==> src/rtl/xbar_pkg.sv <==
// Package: shared constants for the double-ranked crossbar.
// Assumes an 8-bit address split into a 4-bit page and a 4-bit index.
package xbar_pkg;
    timeunit 1ns;
    timeprecision 100ps;

    localparam int PAGE_W = 4;

    // Register pages selected by the upper address bits.
    typedef enum logic [PAGE_W-1:0] {
        PG_STAGE  = 4'h0,
        PG_ACTIVE = 4'h1,
        PG_INV    = 4'h2,
        PG_EN     = 4'h3
    } page_e;
endpackage

==> src/rtl/xbar_upd_sync.sv <==
// Module: synchronizes the transfer strobe and detects its rising edge.
// Assumes strobe pulses are held for at least SYNC_STAGES+1 clock cycles.
// Emits a single-cycle fire pulse SYNC_STAGES cycles after capture.
module xbar_upd_sync #(
    parameter int SYNC_STAGES = 2
) (
    input  logic clk,
    input  logic rst_n,
    input  logic strobe_async,
    output logic fire
);
    timeunit 1ns;
    timeprecision 100ps;

    logic [SYNC_STAGES:0] shift_q;

    // Shift the strobe through the synchronizer plus one history stage.
    always_ff @(posedge clk) begin
        if (!rst_n) begin
            shift_q <= '0;
        end else begin
            shift_q <= {shift_q[SYNC_STAGES-1:0], strobe_async};
        end
    end

    // Rising edge of the synchronized strobe.
    assign fire = shift_q[SYNC_STAGES-1] & ~shift_q[SYNC_STAGES];
endmodule

==> src/rtl/xbar_cfg_regs.sv <==
// Module: configuration registers of the crossbar.
// Holds the staging map, active map, inversion mask and enable mask,
// and provides the combinational read mux.
// Assumes NUM_LANES is a multiple of DATA_W and SEL_W <= DATA_W/2.
module xbar_cfg_regs
    import xbar_pkg::*;
#(
    parameter int NUM_LANES = 16,
    parameter int SEL_W     = 4,
    parameter int DATA_W    = 8,
    parameter int ADDR_W    = 8
) (
    input  logic                       clk,
    input  logic                       rst_n,
    input  logic                       wr_en,
    input  logic [ADDR_W-1:0]          addr,
    input  logic [DATA_W-1:0]          wdata,
    input  logic                       xfer,
    output logic [DATA_W-1:0]          rdata,
    output logic [NUM_LANES*SEL_W-1:0] stage_flat,
    output logic [NUM_LANES*SEL_W-1:0] active_flat,
    output logic [NUM_LANES-1:0]       inv_bits,
    output logic [NUM_LANES-1:0]       out_en
);
    timeunit 1ns;
    timeprecision 100ps;

    localparam int IDX_W     = ADDR_W - PAGE_W;
    localparam int FIELD_W   = DATA_W / 2;
    localparam int MAP_REGS  = NUM_LANES / 2;
    localparam int MASK_REGS = NUM_LANES / DATA_W;

    logic [PAGE_W-1:0] page;
    logic [IDX_W-1:0]  idx;
    logic              stage_hit;
    logic              inv_hit;
    logic              en_hit;

    assign page      = addr[ADDR_W-1 -: PAGE_W];
    assign idx       = addr[IDX_W-1:0];
    assign stage_hit = wr_en && (page == PG_STAGE);
    assign inv_hit   = wr_en && (page == PG_INV);
    assign en_hit    = wr_en && (page == PG_EN);

    // Update both map ranks and the per-lane masks.
    always_ff @(posedge clk) begin
        if (!rst_n) begin
            for (int k = 0; k < NUM_LANES; k++) begin
                stage_flat[k*SEL_W +: SEL_W]  <= SEL_W'(k);
                active_flat[k*SEL_W +: SEL_W] <= SEL_W'(k);
            end
            inv_bits <= '0;
            out_en   <= '1;
        end else begin
            for (int k = 0; k < NUM_LANES; k++) begin
                if (stage_hit && idx == IDX_W'(k / 2)) begin
                    stage_flat[k*SEL_W +: SEL_W] <= wdata[(k % 2)*FIELD_W +: SEL_W];
                end
                if (xfer) begin
                    active_flat[k*SEL_W +: SEL_W] <= stage_flat[k*SEL_W +: SEL_W];
                end
                if (inv_hit && idx == IDX_W'(k / DATA_W)) begin
                    inv_bits[k] <= wdata[k % DATA_W];
                end
                if (en_hit && idx == IDX_W'(k / DATA_W)) begin
                    out_en[k] <= wdata[k % DATA_W];
                end
            end
        end
    end

    // Select read data by page and index; unmapped locations read 0.
    always_comb begin
        rdata = '0;
        case (page)
            PG_STAGE: begin
                for (int j = 0; j < MAP_REGS; j++) begin
                    if (idx == IDX_W'(j)) begin
                        rdata[SEL_W-1:0]           = stage_flat[(2*j)*SEL_W +: SEL_W];
                        rdata[FIELD_W +: SEL_W]    = stage_flat[(2*j+1)*SEL_W +: SEL_W];
                    end
                end
            end
            PG_ACTIVE: begin
                for (int j = 0; j < MAP_REGS; j++) begin
                    if (idx == IDX_W'(j)) begin
                        rdata[SEL_W-1:0]           = active_flat[(2*j)*SEL_W +: SEL_W];
                        rdata[FIELD_W +: SEL_W]    = active_flat[(2*j+1)*SEL_W +: SEL_W];
                    end
                end
            end
            PG_INV: begin
                for (int j = 0; j < MASK_REGS; j++) begin
                    if (idx == IDX_W'(j)) rdata = inv_bits[j*DATA_W +: DATA_W];
                end
            end
            PG_EN: begin
                for (int j = 0; j < MASK_REGS; j++) begin
                    if (idx == IDX_W'(j)) rdata = out_en[j*DATA_W +: DATA_W];
                end
            end
            default: rdata = '0;
        endcase
    end
endmodule

==> src/rtl/xbar_route.sv <==
// Module: the data path of the crossbar.
// Applies per-input inversion, then one multiplexer per output driven by
// the active map, then the output enable gate. Purely combinational.
module xbar_route #(
    parameter int NUM_LANES = 16,
    parameter int SEL_W     = 4
) (
    input  logic [NUM_LANES-1:0]       lane_in,
    input  logic [NUM_LANES-1:0]       inv_bits,
    input  logic [NUM_LANES-1:0]       out_en,
    input  logic [NUM_LANES*SEL_W-1:0] active_flat,
    output logic [NUM_LANES-1:0]       lane_out
);
    timeunit 1ns;
    timeprecision 100ps;

    logic [NUM_LANES-1:0] pol_in;

    // Polarity correction ahead of the switch matrix.
    assign pol_in = lane_in ^ inv_bits;

    for (genvar k = 0; k < NUM_LANES; k++) begin : g_out
        logic [SEL_W-1:0] sel;
        assign sel = active_flat[k*SEL_W +: SEL_W];
        // Per-output multiplexer with enable gate.
        assign lane_out[k] = out_en[k] & pol_in[sel];
    end
endmodule

==> src/rtl/xbar_dualrank.sv <==
// Module: top of the double-ranked crossbar connection map.
// Register writes fill a staging map; a synchronized rising edge on
// upd_strobe copies it into the active map that steers the lanes.
// Assumes an 8-bit register port and a lane count of 16 by default.
module xbar_dualrank #(
    parameter int NUM_LANES   = 16,
    parameter int DATA_W      = 8,
    parameter int ADDR_W      = 8,
    parameter int SYNC_STAGES = 2
) (
    input  logic                 clk,
    input  logic                 rst_n,
    input  logic                 upd_strobe,
    input  logic                 reg_wr_en,
    input  logic [ADDR_W-1:0]    reg_addr,
    input  logic [DATA_W-1:0]    reg_wdata,
    output logic [DATA_W-1:0]    reg_rdata,
    input  logic [NUM_LANES-1:0] lane_in,
    output logic [NUM_LANES-1:0] lane_out
);
    timeunit 1ns;
    timeprecision 100ps;

    localparam int SEL_W = $clog2(NUM_LANES);

    logic                       upd_fire;
    logic [NUM_LANES*SEL_W-1:0] stage_flat;
    logic [NUM_LANES*SEL_W-1:0] active_flat;
    logic [NUM_LANES-1:0]       inv_bits;
    logic [NUM_LANES-1:0]       out_en;

    xbar_upd_sync #(
        .SYNC_STAGES (SYNC_STAGES)
    ) sync_i (
        .clk          (clk),
        .rst_n        (rst_n),
        .strobe_async (upd_strobe),
        .fire         (upd_fire)
    );

    xbar_cfg_regs #(
        .NUM_LANES (NUM_LANES),
        .SEL_W     (SEL_W),
        .DATA_W    (DATA_W),
        .ADDR_W    (ADDR_W)
    ) regs_i (
        .clk         (clk),
        .rst_n       (rst_n),
        .wr_en       (reg_wr_en),
        .addr        (reg_addr),
        .wdata       (reg_wdata),
        .xfer        (upd_fire),
        .rdata       (reg_rdata),
        .stage_flat  (stage_flat),
        .active_flat (active_flat),
        .inv_bits    (inv_bits),
        .out_en      (out_en)
    );

    xbar_route #(
        .NUM_LANES (NUM_LANES),
        .SEL_W     (SEL_W)
    ) route_i (
        .lane_in     (lane_in),
        .inv_bits    (inv_bits),
        .out_en      (out_en),
        .active_flat (active_flat),
        .lane_out    (lane_out)
    );
endmodule

==> config.mk <==
export PLATFORM = sky130hd
export DESIGN_NAME = xbar_dualrank
export DESIGN_NICKNAME = d
export VERILOG_FILES = /design/src/rtl/xbar_pkg.sv /design/src/rtl/xbar_upd_sync.sv /design/src/rtl/xbar_cfg_regs.sv /design/src/rtl/xbar_route.sv /design/src/rtl/xbar_dualrank.sv
export SDC_FILE = /design/constraint.sdc
export NUM_CORES = 1
export LEC_CHECK = 0
export ABC_CLOCK_PERIOD_IN_PS = 4400
export BUFFER_PORTS_ARGS = -buffer_cell sky130_fd_sc_hd__clkbuf_2
export CORE_UTILIZATION = 50
export DETAILED_ROUTE_END_ITERATION = 16
export PLACE_DENSITY = 0.68
export SYNTH_ARGS = -nofsm -noshare
export SYNTH_HDL_FRONTEND = slang
export SYNTH_SLANG_ARGS = --single-unit
==> constraint.sdc <==
create_clock -name clk -period 4.4 [get_ports clk]
set_input_delay 0.88 -clock clk [delete_from_list [all_inputs] [get_ports clk]]
set_output_delay 0.88 -clock clk [all_outputs]
set_load 0.03 [all_outputs]
Word-level counts from Yosys, hierarchy flattened
Cells that the tools add are included.
W data, S select, Z words.
{"block": "word_totals", "out_inout_bits": 24, "elab_cells": 129, "in_bits": 36, "reg_bits": 163}
{"block": "classes", "reduce_logical": 17, "eq_ne": 10, "order_cmp": 16, "bitwise_logic": 19, "muxes": 53}
{"operator": "$mux W8", "count": 20}
{"operator": "$lt A4 B5 Y1 const B", "count": 16}
{"operator": "$bmux W1 S4", "count": 16}
{"operator": "$pmux W8 S4", "count": 1}
{"operator": "$and A1 B1 Y1", "count": 17}
{"operator": "$eq A4 B2 Y1 const B", "count": 4}
{"operator": "$eq A4 B3 Y1 const B", "count": 4}
{"operator": "$mux W1", "count": 16}
{"operator": "$xor A16 B16 Y16", "count": 1}
{"operator": "$logic_and A1 B1 Y1", "count": 15}
{"operator": "$eq A4 B1 Y1 const B", "count": 2}
{"operator": "$logic_not A4 Y1", "count": 2}
{"operator": "$not A1 Y1", "count": 1}

Logic depth before layout (Yosys ltp)
{"block": "logic_depth", "word_depth": 10, "mapped_depth": 9, "ltp_nobuf": 5}

Modules after synthesis
Synthesis repeated with hierarchy kept, for this count alone.
{"block": "hier_totals", "hier_cells": 950, "area_unflattened_um2": 10327.4}
{"module": "xbar_cfg_regs", "seq_area_each_um2": 3203.1, "n_inst": 1, "cells_per_inst": 753, "area_each_um2": 7754.9}
{"module": "xbar_route", "seq_area_each_um2": 0.0, "n_inst": 1, "cells_per_inst": 190, "area_each_um2": 2479.9}
{"module": "xbar_upd_sync", "seq_area_each_um2": 60.1, "n_inst": 1, "cells_per_inst": 7, "area_each_um2": 92.6}

Least setup slack after synthesis
Ideal clock, no wire load.
{"block": "synth_timing", "kind": "input to output", "startpoint": "input reg_addr[0]", "endpoint": "output reg_rdata[4]", "arrival_ps": 2768, "setup_slack_ps": 752, "required_time_ps": 3520, "cell_stages": 8, "n_path_buf": 4, "cell_sequence": "buf_2 > buf_2 > buf_2 > buf_2 > nand2_1 > a211oi_1 > a21oi_1 > o21ai_0"}
{"block": "synth_via", "elab_chain_len": 10, "elab_cells_between_ends": 29, "classes_between": "7 x eq/ne; 21 x mux; 1 x reduce/logical"}
{"element": "start, declared", "line": "xbar_dualrank.sv:15", "text": "input logic [ADDR_W-1:0] reg_addr,"}
{"element": "$logic_not A4 Y1"}
{"element": "$mux W8, on equally long branches (8 in a row)", "line": "xbar_cfg_regs.sv:86, xbar_cfg_regs.sv:78"}
{"element": "$pmux W8 S4 *", "line": "xbar_cfg_regs.sv:75", "text": "case (page)"}
{"element": "end, declared", "line": "xbar_dualrank.sv:17", "text": "output logic [DATA_W-1:0] reg_rdata,"}
Mark *: on every way between the ends. The rest lies on a longest branch, timed or not.

Final worst setup path
{"block": "layout_timing", "startpoint": "input reg_addr[1]", "endpoint": "output reg_rdata[7]"}
Same word-level chain as after synthesis.

==> reports/metrics.cfg <==
[synth]
yosys_register_bits = 163
synthFlopType = dfxtp_1
netlist.area_leader.share_pct = 33.2
synth.avg_cell_area_um2 = 9.09
synth_cells = 1083
netlist_top_cells_count = nand2_1 (246), dfxtp_1 (163), mux2i_1 (105), nand3_1 (73), clkbuf_1 (70)
synth_edf_count = 0
syn-num-nets = 1119
yosys-top-cells-area = dfxtp_1 (33%), mux4_2 (15%), mux2i_1 (11%)
post-synth-top-area-cell = dfxtp_1
synthMostInstantiatedCell = nand2_1
ys_seq_area_share_pct = 33.2
synth_cell_types = 60
ys.warnings.count = 0
async_reset_ff_share_pct = 0
synthesis.area_um2 = 9840

[worst_setup_path]
critical_path.cell_chain = clkbuf_2 -> or3b_1 -> o21a_1 -> o21ai_0 -> a221oi_1 -> or4_1 -> clkbuf_2
critPathKind = input port to primary output
cp-end-kind = primary output
timing.rr.start = sync_i.shift_q[1]
crit_start = reg_addr[1]
critPathBufInv = 2
crit_required_ns = 3.52
slowest_delay_ns = 0.62
cp_top_family = simple AND/OR/NAND/NOR gates
crit_fanout = 13
cp-start-kind = input port
cp_data_arrival_time_ns = 2.96
cpMostUsedCell = clkbuf_2
crit_slowest_cell = or4_1

[pwr]
irDropWorstVdd_uv = 251
p_per_area_nw_per_um2 = 323
leakage_uw = 0.00443
p_sw_uw = 958
internal-power_uw = 2570
pwr-share-clk_pct = 43.0
comb_power_share_pct = 13.7
pwr-share-seq_pct = 43.3
p_sw_share_pct = 27.1

[min_path]
hold_path.startpoint = sync_i.shift_q[0]
holdCritPathClass = flip-flop to flip-flop

[detailed_routing]
wl_per_cell_um = 24.8
viasPerCell = 6.48
drtIter0Drc = 1099
dr.pass1.iters = 5
drc_errors = 0
antenna_left = 0
vias = 8838
drt-total-wl_um = 33800

[cts]
numCtsBuffers = 17
root_buffer = clkbuf_16
cts.clk_slew.worst_paths_ns = 0.06
cts-resized-gates = 0
cts_hold_buf = 0
clock_sink_count = 163
h-tree-depth = 4
clockBufferDepth = 2
worstSkewPairLatency_ns = 0.43
cts_tree = yes
cts_setup_buffers = 0

[sta]
fin_worst_skew_ns = 0.00755
worst_pin_slew_ns = 0.943
rsz0062_at_grt = no
setup_violations = 0
fmax_mhz = 260
drv_slew = 0
finalSetupTns_ns = 0
fin_crit_sh_pct = 87.3
relSlewSlack_pct = 36.8
fin_crit_ns = 3.84
hold_viol_final = 0

[place]
portBuffers = 59
hpwlAfterDp_um = 23000
postPlaceCellArea_um2 = 10300
place_congestion = 0.942

[global_route]
grt_pass1_vias = 8388
grt_start_max_net_pins = 64
grt_usage_pct = 34.2
grt_pass1_wl_um = 50100
grt-ovfl-total = 0
antenna_found_initial = 0

[cells_and_area]
nNetsFinal = 1126
final_cell_area_um2 = 10900
antenna_cells = 0
area_growth_pct = 10.9
drive_gt1_share_pct = 19.3

[floorplanning]
boundaryPins = 60
die_y_um = 142
initial_core_util_pct = 51.7
num_rows = 50
dieWidth_um = 142
dieArea_um2 = 20200
core_um2 = 19000

[flow_run]
maxCapViolCount = 0

[run_status]
outcome = finished, final reports clean

placed cells by master, fill, tap and decap left out, types with 3 or more instances in the layout:
cell	count
nand2_1	246
dfxtp_1	163
mux2i_1	105
nand3_1	73
mux4_2	67
a21boi_0	63
clkbuf_2	57
nor2b_1	37
buf_4	31
nor2_1	29
o21ai_0	25
o211ai_1	22
clkbuf_16	17
o22ai_1	15
mux2_2	15
a211o_1	14
a21oi_1	8
xor2_1	8
xnor2_1	7
nand2b_1	6
o221ai_1	5
a221oi_1	5
inv_1	4
nor3_1	4
or3_1	4
o21a_1	4
o22a_1	4
nand3b_1	3
nand4_1	3
and2_1	3
clkbuf_8	3
clkinv_4	3
power groups by stage:
stage	sequential, µW	clock (µW)	combinational (µW)
after floorplan	1540	0	332
after global placement	1560	0	465
after global routing	1530	1580	505
after CTS	1530	1530	473
after detailed placement	1560	0	470
final	1530	1520	482
per-layer routing:
metal	wire length (µm)	vias to the layer above	GRT usage (%)
met4	1040	0	12.7
met1	14000	4203	47.7
met2	14300	628	50.2
met3	4380	91	9.69
met5	0	-	0
li1	-	3916	-
cells by family after synthesis:
logic type	count (synthesis)	share of synthesized area [%]
buffers and inverters	107	4.54
muxes	187	27.7
xor gates and xnor gates	16	1.42
DFF	163	33.2
AOI/OAI and AO/OA	184	13.5
and+or+nand+nor	426	19.7
worst paths after layout:
check	to	slack, ns	depth (start not counted)
worst min register to register	sync_i.shift_q[1]	0.45	1
worst max-delay path	reg_rdata[7]	0.56	7
worst max register to register	regs_i.active_flat[16]	2.81	4
worst min-delay path	sync_i.shift_q[1]	0.45	1
layout make-up:
cell class	count	area [µm²]
Fill cell	1753	8110
Multi-Input combinational cell	813	6150
Sequential cell	163	3260
Timing Repair Buffer	90	558
Clock buffer	22	474
Tap cell	260	325
Clock inverter	10	124
Inverter	5	18.8
through the flow:
stage	instances	hold WS (ns)	setup slack (ns)	total power, µW	util (%)
after floorplan	1083	0.412	0.752	1870	-
after global placement	1331	0.414	0.636	2020	54.2
after detailed placement	1331	0.426	0.614	2030	54.2
after CTS	1363	0.443	0.610	3530	57.4
after global routing	1363	0.470	0.509	3620	57.4
final	1363	0.445	0.558	3530	57.4
registers in the layout, indices dropped and copies added, names as in the netlist:
register	flops
regs_i.active_flat	64
sync_i.shift_q	3
regs_i.stage_flat	64
regs_i.out_en	16
regs_i.inv_bits	16
Note: power is estimated with default switching activity, not from simulation.
